### src/rtl/lead_io_pkg.sv
package lead_io_pkg;
  localparam int DATA_W = 8;
  localparam int ADDR_W = 3;
  localparam logic [ADDR_W-1:0] ADDR_DIR   = 3'd0;
  localparam logic [ADDR_W-1:0] ADDR_DATA  = 3'd1;
  localparam logic [ADDR_W-1:0] ADDR_STATE = 3'd2;
  localparam logic [ADDR_W-1:0] ADDR_TEST  = 3'd3;
endpackage

### src/rtl/lead_io_regs.sv
module lead_io_regs
  import lead_io_pkg::*;
#(
  parameter int N_LEADS = 6,
  parameter logic [DATA_W-1:0] DIR_RST = 8'h0C
) (
  input  logic                clk_i,
  input  logic                rst_ni,
  input  logic                wr_en_i,
  input  logic [ADDR_W-1:0]   addr_i,
  input  logic [DATA_W-1:0]   wdata_i,
  input  logic [N_LEADS-1:0]  state_i,
  output logic [N_LEADS-1:0]  dir_o,
  output logic [N_LEADS-1:0]  pend_o,
  output logic [DATA_W-1:0]   rdata_o
);
  logic [N_LEADS-1:0] dir_q, pend_q;
  logic [DATA_W-1:0]  test_q;

  always_ff @(posedge clk_i or negedge rst_ni) begin
    if (!rst_ni) begin
      dir_q  <= DIR_RST[N_LEADS-1:0];
      pend_q <= '0;
      test_q <= '0;
    end else if (wr_en_i) begin
      case (addr_i)
        ADDR_DIR:  dir_q  <= wdata_i[N_LEADS-1:0];
        ADDR_DATA: pend_q <= wdata_i[N_LEADS-1:0];
        ADDR_TEST: test_q <= wdata_i;
        default: ;  // state register and unmapped: write dropped
      endcase
    end
  end

  always_comb begin
    rdata_o = '0;
    case (addr_i)
      ADDR_DIR:   rdata_o[N_LEADS-1:0] = dir_q;
      ADDR_DATA:  rdata_o[N_LEADS-1:0] = pend_q;
      ADDR_STATE: rdata_o[N_LEADS-1:0] = state_i;
      ADDR_TEST:  rdata_o = test_q;
      default:    rdata_o = '0;
    endcase
  end

  assign dir_o  = dir_q;
  assign pend_o = pend_q;
endmodule

### src/rtl/lead_io_frame.sv
module lead_io_frame #(
  parameter int N_LEADS = 6
) (
  input  logic               clk_i,
  input  logic               rst_ni,
  input  logic               fsync_i,
  input  logic [N_LEADS-1:0] pend_i,
  input  logic [N_LEADS-1:0] dir_i,
  input  logic [N_LEADS-1:0] lead_in_i,
  output logic [N_LEADS-1:0] lead_oe_o,
  output logic [N_LEADS-1:0] lead_out_o,
  output logic [N_LEADS-1:0] state_o
);
  logic               fs_d_q;
  logic               fs_rise;
  logic [N_LEADS-1:0] live_q, state_q;

  assign fs_rise = fsync_i & ~fs_d_q;

  always_ff @(posedge clk_i or negedge rst_ni) begin
    if (!rst_ni) begin
      fs_d_q  <= 1'b0;
      live_q  <= '0;
      state_q <= '0;
    end else begin
      fs_d_q <= fsync_i;
      if (fs_rise) begin
        live_q  <= pend_i;   // value pending before this edge
        state_q <= lead_in_i;
      end
    end
  end

  for (genvar g = 0; g < N_LEADS; g++) begin : g_lead
    assign lead_oe_o[g]  = dir_i[g];
    assign lead_out_o[g] = dir_i[g] & live_q[g];
  end

  assign state_o = state_q;
endmodule

### src/rtl/lead_io_bank.sv
module lead_io_bank
  import lead_io_pkg::*;
#(
  parameter int N_LEADS = 6,
  parameter logic [DATA_W-1:0] DIR_RST = 8'h0C
) (
  input  logic               clk_i,
  input  logic               rst_ni,
  input  logic               fsync_i,
  input  logic               wr_en_i,
  input  logic [ADDR_W-1:0]  addr_i,
  input  logic [DATA_W-1:0]  wdata_i,
  output logic [DATA_W-1:0]  rdata_o,
  input  logic [N_LEADS-1:0] lead_in_i,
  output logic [N_LEADS-1:0] lead_oe_o,
  output logic [N_LEADS-1:0] lead_out_o
);
  logic [N_LEADS-1:0] dir, pend, state;

  lead_io_regs #(.N_LEADS(N_LEADS), .DIR_RST(DIR_RST)) u_regs (
    .clk_i, .rst_ni, .wr_en_i, .addr_i, .wdata_i,
    .state_i(state), .dir_o(dir), .pend_o(pend), .rdata_o
  );

  lead_io_frame #(.N_LEADS(N_LEADS)) u_frame (
    .clk_i, .rst_ni, .fsync_i,
    .pend_i(pend), .dir_i(dir), .lead_in_i,
    .lead_oe_o, .lead_out_o, .state_o(state)
  );
endmodule

### config.mk
export PLATFORM = sky130hd
export DESIGN_NAME = lead_io_bank
export DESIGN_NICKNAME = d
export VERILOG_FILES = /design/src/rtl/lead_io_pkg.sv /design/src/rtl/lead_io_regs.sv /design/src/rtl/lead_io_frame.sv /design/src/rtl/lead_io_bank.sv
export SDC_FILE = /design/constraint.sdc
export NUM_CORES = 1
export LEC_CHECK = 0
export BUFFER_PORTS_ARGS = -buffer_cell sky130_fd_sc_hd__buf_2
export CAP_MARGIN = 20
export CORE_ASPECT_RATIO = 1.4
export CORE_MARGIN = 5
export CORE_UTILIZATION = 40
export CTS_BUF_LIST = sky130_fd_sc_hd__clkbuf_4
export CTS_CLUSTER_SIZE = 20
export DETAILED_ROUTE_END_ITERATION = 6
export PLACE_DENSITY = 0.67
export SLEW_MARGIN = 5
export SYNTH_ARGS = -nofsm -noshare
export SYNTH_HDL_FRONTEND = slang
export SYNTH_SLANG_ARGS = --single-unit
### constraint.sdc
create_clock -name clk_i -period 1.1 [get_ports clk_i]
set_input_delay 0.22 -clock clk_i [delete_from_list [all_inputs] [get_ports clk_i]]
set_output_delay 0.22 -clock clk_i [all_outputs]
set_load 0.1 [all_outputs]
==> impl_metrics.json, run 1 <==
{
  "multiInputGateArea_um2": 933.4,
  "place_area_um2": 2544,
  "worst_slew_pin_slew_ns": 0.3561,
  "slew_violations": 0,
  "regArea_um2": 850.8,
  "max_freq_mhz": 596.4,
  "hold_class": "in2reg",
  "path_clk_slew_ns": 0.11,
  "ys_seq_area_frac": 0.5458,
  "finalSetupViolCount": 26,
  "yosys.cell_types.count": 17,
  "syn_area_um2": 1518,
  "endpoint_kind": "primary output",
  "rsz0062_at_grt": "true",
  "critical_path.max_fanout": 2,
  "path_class": "reg2out",
  "final_cell_mix": "27 x dfrtp_1, 22 x buf_12, 21 x buf_4",
  "power_density_nw_per_um2": 1988,
  "pre_cts_ws_ns": -0.3779,
  "grt-ovfl-total": 0,
  "leakagePower_nw": 1.198,
  "gp_congestion": 0.7546,
  "synthCells": 105,
  "synth_nets": 126,
  "core_area_um2": 3676,
  "fin_worst_skew_ns": 0.01422,
  "clk_path_buf_depth": 2,
  "dr_total_vias": 1147,
  "rows": 26,
  "grt_pass1_vias": 1336,
  "ir_drop_v": 0.001819,
  "via_per_inst": 5.167,
  "cp-start-kind": "flip-flop",
  "cts_buffers": 5,
  "cts_sinks": 33,
  "die_h_um": 82.89,
  "fin_area_um2": 2725,
  "period_share": 1.524,
  "port_buffers": 40,
  "synthTopCellsByArea": "dfrtp_1 51%, mux2_2 24%, mux2i_1 7.9%",
  "p_total_mw": 5.419,
  "wirelength_mm": 3.996,
  "fin_nets": 200,
  "cap_violations": 0,
  "initial_core_util": 0.4129,
  "first_pass_iters": 4,
  "hold_violations": 0,
  "area_growth_pct": 79.55,
  "layout_commonest_cell": "dfrtp_1",
  "dieArea_um2": 5144,
  "ys_seq_elements": 33,
  "ant_nets": 0,
  "insertedDiodeCount": 0,
  "tns_ns": -7.851,
  "drive_gt1_frac": 0.8056,
  "grt_max_degree": 22,
  "hpwl_mm": 3.075,
  "drt-initial-drc-count": 16,
  "dieWidth_um": 62.06,
  "num_io_pins": 41,
  "h-tree-depth": 2,
  "arrival_ns": 1.46,
  "synth_top_area_share": 0.5111,
  "syn_avg_cell_area_um2": 14.45,
  "period_needed_ns": 1.677,
  "clock_latency_ns": 0.34,
  "ctsRootBufferMaster": "clkbuf_4",
  "synth_top_area_cell": "dfrtp_1",
  "antenna_found_initial": 0,
  "violations": "setup timing",
  "worstPathRequired_ns": 0.88,
  "outcome": "complete, but fails checks",
  "grt.total_usage": 0.1765,
  "cts_tree": "built",
  "maxSlewHeadroom": 0.7626,
  "yosysWarnings": 0,
  "drc": 0,
  "wire_per_inst_um": 18.00,
  "fillers": 241,
  "postLayoutSetupSlackWorst_ns": -0.5767,
  "grt_pass1_wl_mm": 6.644
}
==> layout make-up <==
| type | count | share of cell area |
|---|---|---|
| Multi-Input combinational cell | 66 | 0.3425 |
| Sequential cell | 33 | 0.3122 |
| Timing Repair Buffer | 73 | 0.2971 |
| Tap cell | 42 | 0.01928 |
| Clock inverter | 3 | 0.01515 |
| Clock buffer | 5 | 0.01377 |
==> worst paths after layout <==
path / start / endpoint / slack (ns) / cells after the start
max in group asynchronous: rst_ni / u_regs.dir_o[3]$_DFFE_PN1P_ / 0.31 / 3
setup / recovery: u_regs.dir_o[3]$_DFFE_PN1P_ / rdata_o[3] / -0.58 / 3
min in group asynchronous: rst_ni / u_frame.state_o[1]$_DFFE_PN0P_ / 0.30 / 2
hold reg to reg: u_regs.test_q[1]$_DFFE_PN0P_ / u_regs.test_q[1]$_DFFE_PN0P_ / 0.51 / 1
setup reg to reg: u_frame.fs_d_q$_DFF_PN0_ / u_frame.state_o[3]$_DFFE_PN0P_ / -0.05 / 3
hold / removal: fsync_i / u_frame.fs_d_q$_DFF_PN0_ / 0.03 / 1
==> logic make-up (layout without fill, tap and decap cells) <==
family / Yosys count / count (layout) / share of synthesized area
AO/OA/AOI/OAI: 6 / 6 / 0.02473
buffers and inverters: 6 / 81 / 0.02555
flip-flops: 33 / 33 / 0.5458
multiplexers: 44 / 44 / 0.3166
AND/OR/NAND/NOR: 16 / 16 / 0.08738
==> power by group <==
part,switching [mW],internal (mW)
registers,0.220,1.52
clock network,0.422,0.470
logic,1.50,1.28
total,2.15,3.27
==> what timing repair did <==
action,4_1_cts,5_1_grt
hold buffers,1,0
gates resized for setup,16,8
pin swaps,9,0
hold endpoints to repair,12,0
setup buffers,2,5
setup endpoints to repair,32,26
==> worst max-delay path, cell delays in order, from the launching register on <==
cell and delay [ns]:
dfstp_4 0.65, mux2i_4 0.07, o22ai_4 0.19, buf_12 0.20
==> metal layers <==
metal | GRT usage | share of wire
met5 | 0 | 0
met4 | 0.05212 | 0.0095
met3 | 0.03882 | 0.054
met2 | 0.3009 | 0.56
met1 | 0.2126 | 0.37
==> registers in the layout, summed over array words and instances (netlist names) <==
| signal | count |
|---|---|
| u_regs.dir_o | 6 |
| u_regs.test_q | 8 |
| u_frame.live_q | 6 |
| u_frame.fs_d_q | 1 |
| u_frame.state_o | 6 |
| u_regs.pend_o | 6 |
==> synthesized netlist by cell type, drive strengths merged <==
master  instances
and2            6
nand4b          1
nor2b           1
mux2           32
nand2           1
nor3b           2
or2             1
dfstp           2
clkbuf          3
nand2b          2
buf             3
and4bb          1
nor4b           1
dfrtp          31
mux2i          12
o22ai           6
==> metrics by stage <==
step                utilization  hold WS [ns]  std cells
floorplan                     -      -0.07559        105
global placement         0.6920        0.1384        210
detailed placement       0.6920        0.1405        210
CTS                      0.7352       0.01460        221
global route             0.7413      0.008069        222
finish                   0.7413       0.02826        222
No activity file was read; power rests on OpenSTA's default activity.
==> inputs of run 2 (changes only) <==
- CAP_MARGIN: 20 -> unset
- clock period: 1.1 -> 1.4 ns (I/O delays scaled with it)
==> run 2 against run 1 <==
Against the previous run: largest power group unchanged; highest routed layer unchanged; first-iteration DRC count up 63%; clock skew down 0.0076 ns; flip-flop and latch count unchanged; the run still ends with setup timing left; non-clock buffer count down 9; sequential power down 21%; cell area down 3.8%; die area unchanged.
==> impl_metrics.json, run 2 (synthesized netlist as in run 1, its figures left out) <==
{
  "rsz0062_at_grt": "true",
  "grt_max_degree": 34,
  "worstPathRequired_ns": 1.12,
  "cap_violations": 0,
  "postLayoutSetupSlackWorst_ns": -0.2959,
  "clock_latency_ns": 0.33,
  "period_needed_ns": 1.696,
  "layout_commonest_cell": "mux2_2",
  "critical_path.max_fanout": 3,
  "violations": "setup timing",
  "p_total_mw": 4.082,
  "startpoint": "u_regs.dir_o[2]$_DFFE_PN1P_",
  "power_density_nw_per_um2": 1557,
  "dieArea_um2": 5144,
  "pre_cts_ws_ns": -0.1364,
  "initial_core_util": 0.4129,
  "arrival_ns": 1.42,
  "cts_sinks": 33,
  "ctsRootBufferMaster": "clkbuf_4",
  "fin_area_um2": 2623,
  "finalSetupViolCount": 18,
  "largest_register_ffs": 8,
  "placed_cells": 193,
  "die_h_um": 82.89,
  "gp_congestion": 0.7101,
  "cp-start-kind": "flip-flop",
  "insertedDiodeCount": 0,
  "final_cell_mix": "32 x mux2_2, 27 x dfrtp_1, 26 x buf_12",
  "via_per_inst": 5.216,
  "worst_slew_pin_slew_ns": 0.4145,
  "period_share": 1.211,
  "slowest_delay_ns": 0.65,
  "place_area_um2": 2384,
  "grt_pass1_vias": 1253,
  "min-delay-start": "fsync_i",
  "num_io_pins": 41,
  "slowest_stage": "dfstp_4",
  "cts_buffers": 5,
  "fin_cells": 213,
  "endpoint_kind": "primary output",
  "port_buffers": 40,
  "grt-ovfl-total": 0,
  "ant_nets": 0,
  "antenna_found_initial": 0,
  "path_class": "reg2out",
  "path_clk_slew_ns": 0.09,
  "hold_class": "in2reg",
  "maxSlewHeadroom": 0.7236,
  "top_register": "u_regs.test_q",
  "grt.total_usage": 0.1681,
  "wirelength_mm": 3.755,
  "area_growth_pct": 72.79,
  "fin_nets": 191,
  "rows": 26,
  "r2r-start": "u_frame.fs_d_q$_DFF_PN0_",
  "dr_total_vias": 1111,
  "hpwl_mm": 2.793,
  "hold_violations": 0,
  "wire_per_inst_um": 17.63,
  "max_freq_mhz": 589.7,
  "ir_drop_v": 0.001394,
  "first_pass_iters": 2,
  "cts_tree": "built",
  "drc": 0,
  "grt_pass1_wl_mm": 6.265,
  "slew_violations": 0,
  "h-tree-depth": 2,
  "drt-initial-drc-count": 26,
  "clk_path_buf_depth": 2,
  "leakagePower_nw": 1.114,
  "drive_gt1_frac": 0.8070,
  "core_area_um2": 3676,
  "crit_chain": "mux2i_4 > o22ai_4 > buf_12",
  "outcome": "complete, but fails checks",
  "dieWidth_um": 62.06,
  "fin_worst_skew_ns": 0.006661
}
[run 2: worst max-delay path: cells and delay by family (launching register included)]
| family | cells | cell delay [ns] |
|---|---|---|
| AOI/OAI and AO/OA | 1 | 0.17 |
| buffers and inverters | 1 | 0.20 |
| DFF | 1 | 0.65 |
| muxes | 1 | 0.07 |
[run 2: what timing repair did]
action                                  CTS  global route
hold buffers                              1             0
cloned                                    0             0
pin swaps                                 5             0
hold endpoints to repair                 31             0
resized for setup                         9             2
endpoints found under the setup margin   15            20
buffers inserted                          9             2
[run 2: routing by layer]
layer / track usage / share of wire / up-vias
li1: - / - / 513
met1: 0.2010 / 0.39 / 562
met2: 0.2764 / 0.54 / 31
met3: 0.04503 / 0.044 / 5
met4: 0.06371 / 0.017 / 0
met5: 0 / 0 / -
[run 2: through the flow]
| stage | TNS [ns] | hold slack [ns] | util |
|---|---|---|---|
| detailed placement | -1.230 | 0.3287 | 0.6484 |
| global route | -3.999 | 0.05383 | 0.7134 |
| global placement | -0.8559 | 0.3184 | 0.6484 |
| CTS | -3.265 | 0.06504 | 0.7039 |
| finish | -3.001 | 0.08213 | 0.7134 |
| floorplan | -2.658 | -0.01559 | - |
[run 2: cell type report]
cell class                 count  area, um2
multi-input combinational     66      878.3
clock buffer                   8      60.06
sequential                    33      850.8
tap                           42      52.55
timing repair buffer          64      780.7
fill                         256       1054
[run 2: path summary, 6_finish.rpt]
kind	to	slack [ns]	cells after the start
setup / recovery	rdata_o[2]	-0.30	3
hold / removal	u_frame.fs_d_q$_DFF_PN0_	0.08	1
setup reg to reg	u_frame.live_q[5]$_DFFE_PN0P_	0.20	2
hold reg to reg	u_regs.test_q[2]$_DFFE_PN0P_	0.52	1
max in group asynchronous	u_regs.dir_o[1]$_DFFE_PN0P_	0.57	3
min in group asynchronous	u_regs.pend_o[4]$_DFFE_PN0P_	0.49	3
[run 2: where the power goes]
part           switching (mW)  internal (mW)  total (mW)
Clock                   0.293          0.258       0.551
Combinational            1.17          0.992        2.16
Sequential              0.172           1.20        1.37
Total                    1.64           2.45        4.08
